==> src/rtl/panel_pkg.sv <==
package panel_pkg;
  localparam int BYTE_W  = 8;
  localparam int STATE_W = 4;
  localparam int N_BTN   = 3;

  // display source codes, lowest priority first
  typedef enum logic [2:0] {
    VIEW_OUT    = 3'd0,
    VIEW_STATE  = 3'd1,
    VIEW_AC     = 3'd2,
    VIEW_RDATA  = 3'd3,
    VIEW_IR     = 3'd4,
    VIEW_PCADDR = 3'd5
  } view_e;

  // button vector positions
  localparam int BTN_STEP = 0;
  localparam int BTN_LO   = 1;
  localparam int BTN_HI   = 2;
endpackage

==> src/rtl/pm_edge.sv <==
module pm_edge #(
  parameter int N = 3
) (
  input  logic         clk,
  input  logic         rst_n,
  input  logic [N-1:0] lvl,
  output logic [N-1:0] rise
);
  for (genvar g = 0; g < N; g++) begin : g_bit
    logic prev_q;
    always_ff @(posedge clk or negedge rst_n) begin
      if (!rst_n) prev_q <= 1'b0;
      else        prev_q <= lvl[g];
    end
    assign rise[g] = lvl[g] & ~prev_q;
  end
endmodule

==> src/rtl/pm_addr.sv <==
module pm_addr #(
  parameter int AW = 8
) (
  input  logic          clk,
  input  logic          rst_n,
  input  logic          step_en,
  input  logic [AW-1:0] sw,
  output logic [AW-1:0] addr
);
  // zero switches advance (wrapping), anything else is a direct entry
  function automatic logic [AW-1:0] next_addr(input logic [AW-1:0] cur,
                                              input logic [AW-1:0] swv);
    if (swv == '0) return AW'(cur + 1'b1);
    return swv;
  endfunction

  always_ff @(posedge clk or negedge rst_n) begin
    if (!rst_n)       addr <= '0;
    else if (step_en) addr <= next_addr(addr, sw);
  end
endmodule

==> src/rtl/pm_patch.sv <==
module pm_patch #(
  parameter int BW = 8,
  localparam int WW = 2 * BW
) (
  input  logic [WW-1:0] rd,
  input  logic [BW-1:0] sw,
  input  logic          lo,
  input  logic          hi,
  output logic [WW-1:0] wd
);
  function automatic logic [WW-1:0] merge(input logic [WW-1:0] word,
                                          input logic [BW-1:0] b,
                                          input logic take_lo,
                                          input logic take_hi);
    logic [BW-1:0] up, dn;
    up = take_hi ? b : word[WW-1:BW];
    dn = take_lo ? b : word[BW-1:0];
    return {up, dn};
  endfunction

  assign wd = merge(rd, sw, lo, hi);
endmodule

==> src/rtl/pm_view.sv <==
module pm_view
  import panel_pkg::*;
#(
  parameter int BW   = 8,
  parameter int ST_W = 4,
  localparam int WW  = 2 * BW
) (
  input  logic            mon_mode,
  input  logic            step_held,
  input  logic [BW-1:0]   user_addr,
  input  logic [BW-1:0]   sw,
  input  logic [BW-1:0]   cpu_pc,
  input  logic [BW-1:0]   cpu_mem_addr,
  input  logic [WW-1:0]   cpu_ir,
  input  logic [WW-1:0]   cpu_ac,
  input  logic [ST_W-1:0] cpu_state,
  input  logic [WW-1:0]   cpu_out,
  input  logic [WW-1:0]   ram_rdata,
  output view_e           view,
  output logic [BW-1:0]   led,
  output logic [WW-1:0]   disp
);
  // top five switches form the priority chain
  function automatic view_e pick(input logic [BW-1:0] s);
    if (s[BW-1]) return VIEW_PCADDR;
    if (s[BW-2]) return VIEW_IR;
    if (s[BW-3]) return VIEW_RDATA;
    if (s[BW-4]) return VIEW_AC;
    if (s[BW-5]) return VIEW_STATE;
    return VIEW_OUT;
  endfunction

  assign view = pick(sw);

  always_comb begin
    if (mon_mode) begin
      led  = user_addr;
      disp = step_held ? {{BW{1'b0}}, user_addr} : ram_rdata;
    end else begin
      led = cpu_pc;
      unique case (view)
        VIEW_PCADDR: disp = {cpu_pc, cpu_mem_addr};
        VIEW_IR:     disp = cpu_ir;
        VIEW_RDATA:  disp = ram_rdata;
        VIEW_AC:     disp = cpu_ac;
        VIEW_STATE:  disp = {{(WW-ST_W){1'b0}}, cpu_state};
        default:     disp = cpu_out;
      endcase
    end
  end
endmodule

==> src/rtl/panel_monitor.sv <==
module panel_monitor
  import panel_pkg::*;
#(
  parameter int BW   = panel_pkg::BYTE_W,
  parameter int ST_W = panel_pkg::STATE_W,
  localparam int WW  = 2 * BW
) (
  input  logic            clk,
  input  logic            rst_n,
  input  logic            mon_mode,
  input  logic            btn_step,
  input  logic            btn_wr_lo,
  input  logic            btn_wr_hi,
  input  logic [BW-1:0]   sw,
  input  logic [BW-1:0]   cpu_pc,
  input  logic [BW-1:0]   cpu_mem_addr,
  input  logic [WW-1:0]   cpu_mem_wdata,
  input  logic            cpu_mem_we,
  input  logic [WW-1:0]   cpu_ir,
  input  logic [WW-1:0]   cpu_ac,
  input  logic [ST_W-1:0] cpu_state,
  input  logic [WW-1:0]   cpu_out,
  input  logic [WW-1:0]   ram_rdata,
  output logic [BW-1:0]   ram_addr,
  output logic [WW-1:0]   ram_wdata,
  output logic            ram_we,
  output logic [BW-1:0]   led,
  output logic [WW-1:0]   disp
);
  logic [N_BTN-1:0] btn_rise;
  logic             step_evt, wr_lo_evt, wr_hi_evt;
  logic [BW-1:0]    user_addr;
  logic [WW-1:0]    patch_word;
  view_e            view;

  pm_edge #(.N(N_BTN)) u_edge (
    .clk  (clk),
    .rst_n(rst_n),
    .lvl  ({btn_wr_hi, btn_wr_lo, btn_step}),
    .rise (btn_rise)
  );

  assign step_evt  = btn_rise[BTN_STEP];
  assign wr_lo_evt = btn_rise[BTN_LO];
  assign wr_hi_evt = btn_rise[BTN_HI];

  pm_addr #(.AW(BW)) u_addr (
    .clk    (clk),
    .rst_n  (rst_n),
    .step_en(mon_mode & step_evt),
    .sw     (sw),
    .addr   (user_addr)
  );

  pm_patch #(.BW(BW)) u_patch (
    .rd(ram_rdata),
    .sw(sw),
    .lo(wr_lo_evt),
    .hi(wr_hi_evt),
    .wd(patch_word)
  );

  pm_view #(.BW(BW), .ST_W(ST_W)) u_view (
    .mon_mode    (mon_mode),
    .step_held   (btn_step),
    .user_addr   (user_addr),
    .sw          (sw),
    .cpu_pc      (cpu_pc),
    .cpu_mem_addr(cpu_mem_addr),
    .cpu_ir      (cpu_ir),
    .cpu_ac      (cpu_ac),
    .cpu_state   (cpu_state),
    .cpu_out     (cpu_out),
    .ram_rdata   (ram_rdata),
    .view        (view),
    .led         (led),
    .disp        (disp)
  );

  // RAM port ownership
  assign ram_addr  = mon_mode ? user_addr : cpu_mem_addr;
  assign ram_wdata = mon_mode ? patch_word : cpu_mem_wdata;
  assign ram_we    = mon_mode ? (wr_lo_evt | wr_hi_evt) : cpu_mem_we;
endmodule

==> config.mk <==
export PLATFORM = sky130hd
export DESIGN_NAME = panel_monitor
export DESIGN_NICKNAME = d
export VERILOG_FILES = /design/src/rtl/panel_pkg.sv /design/src/rtl/pm_edge.sv /design/src/rtl/pm_addr.sv /design/src/rtl/pm_patch.sv /design/src/rtl/pm_view.sv /design/src/rtl/panel_monitor.sv
export SDC_FILE = /design/constraint.sdc
export NUM_CORES = 1
export LEC_CHECK = 0
export ABC_AREA = 0
export BUFFER_PORTS_ARGS = -buffer_cell sky130_fd_sc_hd__clkbuf_2
export CAP_MARGIN = 20
export CORE_UTILIZATION = 36
export DETAILED_ROUTE_END_ITERATION = 10
export PLACE_DENSITY_LB_ADDON = 0.2
export SETUP_SLACK_MARGIN = 0.5
export SYNTH_ARGS = -nofsm -noshare
export SYNTH_HDL_FRONTEND = slang
export SYNTH_SLANG_ARGS = --single-unit
==> constraint.sdc <==
create_clock -name clk -period 1.6 [get_ports clk]
set_clock_uncertainty 0.1 [all_clocks]
set_input_delay 0.16 -clock clk [delete_from_list [all_inputs] [get_ports clk]]
set_output_delay 0.16 -clock clk [all_outputs]
set_load 0.01 [all_outputs]
# After elaboration in Yosys (flattened, before gate mapping)
# Cells that the tools add are included.
# classes
eq_ne	5
mux	38
n_addsub	1
reduce_logical	1
bitwise_logic	8
# ops
cell	count
case mux 16 bit (5 select lines)	1
two-way mux 16 bit	3
two-way mux 8 bit	6
two-way mux 3 bit	10
two-way mux 1 bit	18
adder 8 x 1 -> 8 bit (second input constant)	1
logical NOT 8 bit	1
equality test 3 x 2 -> 1 bit (second input constant)	2
equality test 3 bit (second input constant)	2
bitwise AND 1 bit	4
equality test 3 x 1 -> 1 bit (second input constant)	1
inverter 1 bit	3
OR 1 bit	1
# word_totals
wordCells	57
out_inout_bits	49
regBits	11

# Logic depth before layout (Yosys ltp)
# depth
word_depth	19
mapped_depth	6
depth_no_buf	5

# By module
# A second synthesis with hierarchy kept.
# unflattened
cells_unflattened	255
area_unflattened_um2	2324.7
# by_module_without_submodules
module	n_inst	seq_area_each_um2	area_per_inst_um2	cells_each
pm_view	1	0.0	1067.3	147
pm_addr	1	200.2	483.0	53
panel_monitor	1	0.0	395.4	31
pm_patch	1	0.0	262.8	18
pm_edge	1	75.1	116.4	6

# Worst setup path after synthesis
# OpenSTA, ideal clock, no wires.
# synth_timing
path_kind	input to output
start	in sw[6]
end	out disp[14]
path_slack_ns	-0.117
n_path_buf	2
t_arrival_ns	1.457
cell_stages	6
cell_sequence	buf_2 > or4_4 > nor2_4 > buf_6 > a211oi_1 > o31ai_2
# synth_between
elab_chain_cells	12
elab_cells_between_ends	18
classes_between	eq/ne (5); mux (13)
# synth_rtl
item	line_no	source
start: declaration	panel_monitor.sv:14	input logic [BW-1:0] sw,
two-way mux 3 bit	pm_view.sv:26	if (s[BW-2]) return VIEW_IR;
two-way mux 3 bit	pm_view.sv:27	if (s[BW-3]) return VIEW_RDATA;
two-way mux 3 bit	pm_view.sv:28	if (s[BW-4]) return VIEW_AC;
two-way mux 3 bit	pm_view.sv:29	if (s[BW-5]) return VIEW_STATE;
two-way mux 3 bit	pm_view.sv:30	return VIEW_OUT;
two-way mux 3 bit	pm_view.sv:29	
two-way mux 3 bit	pm_view.sv:28	
two-way mux 3 bit *	pm_view.sv:27	
two-way mux 3 bit *	pm_view.sv:26	
equality test 3 x 1 -> 1 bit (tied with other cells)	pm_view.sv:41	unique case (view)
case mux 16 bit (5 select lines) *	pm_view.sv:41	
two-way mux 16 bit *	pm_view.sv:36	if (mon_mode) begin
end: declaration	panel_monitor.sv:28	output logic [WW-1:0] disp
# Every way passes the cells marked *; elsewhere a longest branch is shown, timed or not. The select of a mux whose other input is x is not followed.

# Worst setup path in the final report
# layout_timing
start	in sw[7]
end	out disp[9]
# layout_between
elab_chain_cells	5
elab_cells_between_ends	9
classes_between	eq/ne (5); mux (4)
# layout_rtl
item	line_no	source
two-way mux 1 bit *	pm_view.sv:25	if (s[BW-1]) return VIEW_PCADDR;
two-way mux 3 bit *	pm_view.sv:26	
equality test 3 x 1 -> 1 bit (tied with other cells)	pm_view.sv:41	
case mux 16 bit (5 select lines) *	pm_view.sv:41	
two-way mux 16 bit *	pm_view.sv:36	
# Every way passes the cells marked *; elsewhere a longest branch is shown, timed or not.

==> impl_metrics.py <==
metrics = {
    "run_status": {
        "status": "finished with violations",
        "violations": "negative setup slack",
    },
    "floorplan": {
        "row_count": 27,
        "dieArea_um2": 6160,
        "core_region_area_um2": 5570,
        "die_h_um": 78.5,
        "pin_count": 164,
        "initial_core_util_pct": 37.8,
        "dieWidth_um": 78.5,
    },
    "layout": {
        "area_growth_pct": 91.7,
        "drive_gt1_share_pct": 62.9,
        "fin_util_pct": 72.4,
        "fin_nets": 640,
        "n_antenna_cell": 0,
    },
    "setup_path": {
        "required_ps": 1340,
        "cp.arrival_ps": 1530,
        "crit_top_cell": "buf_12",
        "critical_path_class": "primary input to output port",
        "critPathMaxStageDelay_ps": 560,
        "critPathMaxFanout": 10,
        "cp_cell_sequence": "buf_12 -> or4_4 -> nor2_4 -> buf_12 -> a211oi_1 -> o31ai_2 -> clkbuf_2",
        "slowest_stage": "or4_4",
        "startpoint_type": "primary input",
        "cp-end-kind": "output port",
    },
    "timing": {
        "finalSetupTns_ps": -3480,
        "hold_viol": 0,
        "worstMarginPinSlew_ps": 434,
        "maxSlewViolCount": 0,
        "fin_ws_ps": -194,
        "period_minus_slack_ps": 1790,
        "rsz0062_at_grt": "yes",
        "hold_ws_ps": 227,
        "max_slew_margin_pct": 70.8,
        "fmax_mhz": 557,
        "setup_viol": 33,
        "min_period_over_period_pct": 112,
    },
    "route": {
        "drt-initial-drc-count": 127,
        "postRouteWirelength_um": 9640,
        "wire_per_inst_um": 16.2,
        "drtPass1Iterations": 4,
        "drc": 0,
        "vias": 3247,
        "via_per_inst": 5.46,
        "postRouteAntennaNets": 0,
    },
    "synthesis": {
        "synth_compound_area_share_pct": 37.4,
        "synthXorXnorAreaFrac_pct": 0,
        "synth_top_family_by_area": "compound AO/OA/AOI/OAI gates",
        "syn_area_per_cell_um2": 6.60,
        "synth_adder_area_share_pct": 0.594,
        "yosysUniqueCellTypes": 39,
        "yosysSeqAreaShare_pct": 13.1,
        "synth_edf_count": 0,
        "synth_common_cells": "45 x a21oi_1, 31 x nor2_1, 27 x nand2_1, 25 x clkbuf_1, 22 x o21ai_0",
        "yosys.area_share.simple_pct": 26.4,
        "synth_top_area_share_pct": 13.1,
        "syn_inst": 319,
        "synthArstFlopShare_pct": 100,
        "yosys.area.top_type": "dfrtp_1",
        "synth_most_common_cell": "a21oi_1",
        "synth_area_leaders": "dfrtp_1 13%, a21oi_1 11%, mux2i_1 8.6%",
        "synthesis.area_um2": 2110,
        "ys_seq_elements": 11,
        "synthMuxAreaShare_pct": 11.8,
        "synth_ff_type": "dfrtp_1",
        "ys_warn_count": 0,
        "synth_nets": 435,
    },
    "clock_network": {
        "cts_tree": "done",
        "clock_path_buffers": 2,
        "cts.sinks": 11,
        "htree_levels": 1,
        "numCtsBuffers": 3,
        "clockRootBuffer": "clkbuf_8",
        "clkLatencyLatePin_ps": 240,
        "clk_pin_slew_ps": 50,
    },
    "global_route": {
        "gr-total-overflow": 0,
        "met3_usage_pct": 4.65,
        "antenna_found_initial": 0,
        "first_global_vias": 3025,
        "gr-usage-met1_pct": 35.9,
        "grtUsageMet2_pct": 53.7,
        "grt_pass1_wl_um": 14600,
        "gr-usage-all-layers_pct": 29.8,
        "grt_max_degree": 27,
        "grt.busiest_layer": "met2",
    },
    "place": {
        "dpl.hpwl_um": 7160,
        "io_buffers": 163,
        "gp_congestion": 0.890,
    },
    "run": {
        "cap_violations": 0,
    },
    "power_and_ir_drop": {
        "vdd_drop_max_mv": 0.319,
        "total_leakage_power_nw": 1.93,
        "power.density_nw_per_um2": 470,
        "fin_total_pwr_mw": 1.90,
    },
    "hold_path": {
        "hold_class": "primary input to asynchronous set/reset pin",
    },
}
flip-flops by register name, indices dropped and copies added (netlist names):
register and flops:
u_addr.addr 8, u_edge.g_bit.prev_q 3
stage by stage:
| step | instances | cell area [µm²] | setup WS [ps] |
|---|---|---|---|
| 6_report | 595 | 4040 | -194 |
| 4_1_cts | 580 | 3680 | -214 |
| 3_3_place_gp | 564 | 3360 | -205 |
| 5_1_grt | 595 | 4040 | -251 |
| 3_5_place_dp | 564 | 3360 | -219 |
| 2_1_floorplan | 319 | 2270 | -68.6 |
layout make-up:
type	instances	area, µm²
Multi-Input combinational cell	254	2000
Timing Repair Buffer	233	1540
Fill cell	458	1540
Sequential cell	11	280
Tap cell	72	90.1
Inverter	21	78.8
Clock buffer	3	41.3
Clock inverter	1	5.00
placed cells by master, fill, tap and decap left out, types with 5 or more instances in the layout:
cell type  netlist  final
a21oi_2          0     26
nand2b_1         5      5
a22o_1           5      5
o21ai_1          3     14
mux2i_1         18      5
o21ai_2          0      6
nor2_1          31     30
buf_12           0      7
dfrtp_1         11      7
nand2_1         27     20
buf_4            1     39
nor3_1           8      5
o21ai_0         22      5
inv_1           21     21
a22oi_1         13     12
buf_6            2     24
a211oi_1        13      9
mux2i_2          0      9
clkbuf_2         0    130
mux2_2           6      5
o31ai_2         10     10
a21oi_1         45     19
buf_2            3     29
nand3b_1        16     16
nand2_2          0      5
cell families after synthesis:
| family | after synthesis |
|---|---|
| buffers and inverters | 54 |
| AO/OA/AOI/OAI | 121 |
| multiplexers | 24 |
| flip-flops | 11 |
| AND/OR/NAND/NOR | 108 |
| adder cells (fa/ha/maj) | 1 |
power by group:
group | switching [mW] | internal, mW
Combinational | 0.617 | 0.628
Clock | 0.116 | 0.172
Sequential | 0.0446 | 0.319
final timing paths:
kind / startpoint / cells past startpoint / end / slack (ps)
max in group asynchronous: rst_n / 2 / u_addr.addr[3] / 930
worst max register to register: u_addr.addr[0] / 6 / u_addr.addr[4] / 160
worst max-delay path: sw[7] / 7 / disp[9] / -190
min in group clk: btn_step / 2 / u_edge.g_bit[0].prev_q / 230
worst min register to register: u_addr.addr[1] / 3 / u_addr.addr[1] / 520
worst min-delay path: rst_n / 2 / u_addr.addr[1] / 230
worst max-delay path: cells and delay by family:
| kind | cells | cell delay (ps) |
|---|---|---|
| buffers and inverters | 3 | 420 |
| and+or+nand+nor | 2 | 710 |
| AOI/OAI and AO/OA | 2 | 240 |
what timing repair did:
action	4_1_cts	5_1_grt
buffers inserted	8	15
hold endpoints to repair	13	0
resized for setup	46	99
pin swaps	0	23
hold buffers	3	0
setup endpoints to repair	57	57
gates cloned	1	0
layer usage:
| metal | share of wire, % | vias up |
|---|---|---|
| li1 | - | 1568 |
| met1 | 38 | 1497 |
| met2 | 51 | 159 |
| met3 | 8.6 | 23 |
| met4 | 2.0 | 0 |
| met5 | 0 | - |
Note: power is estimated with default switching activity, not from simulation.
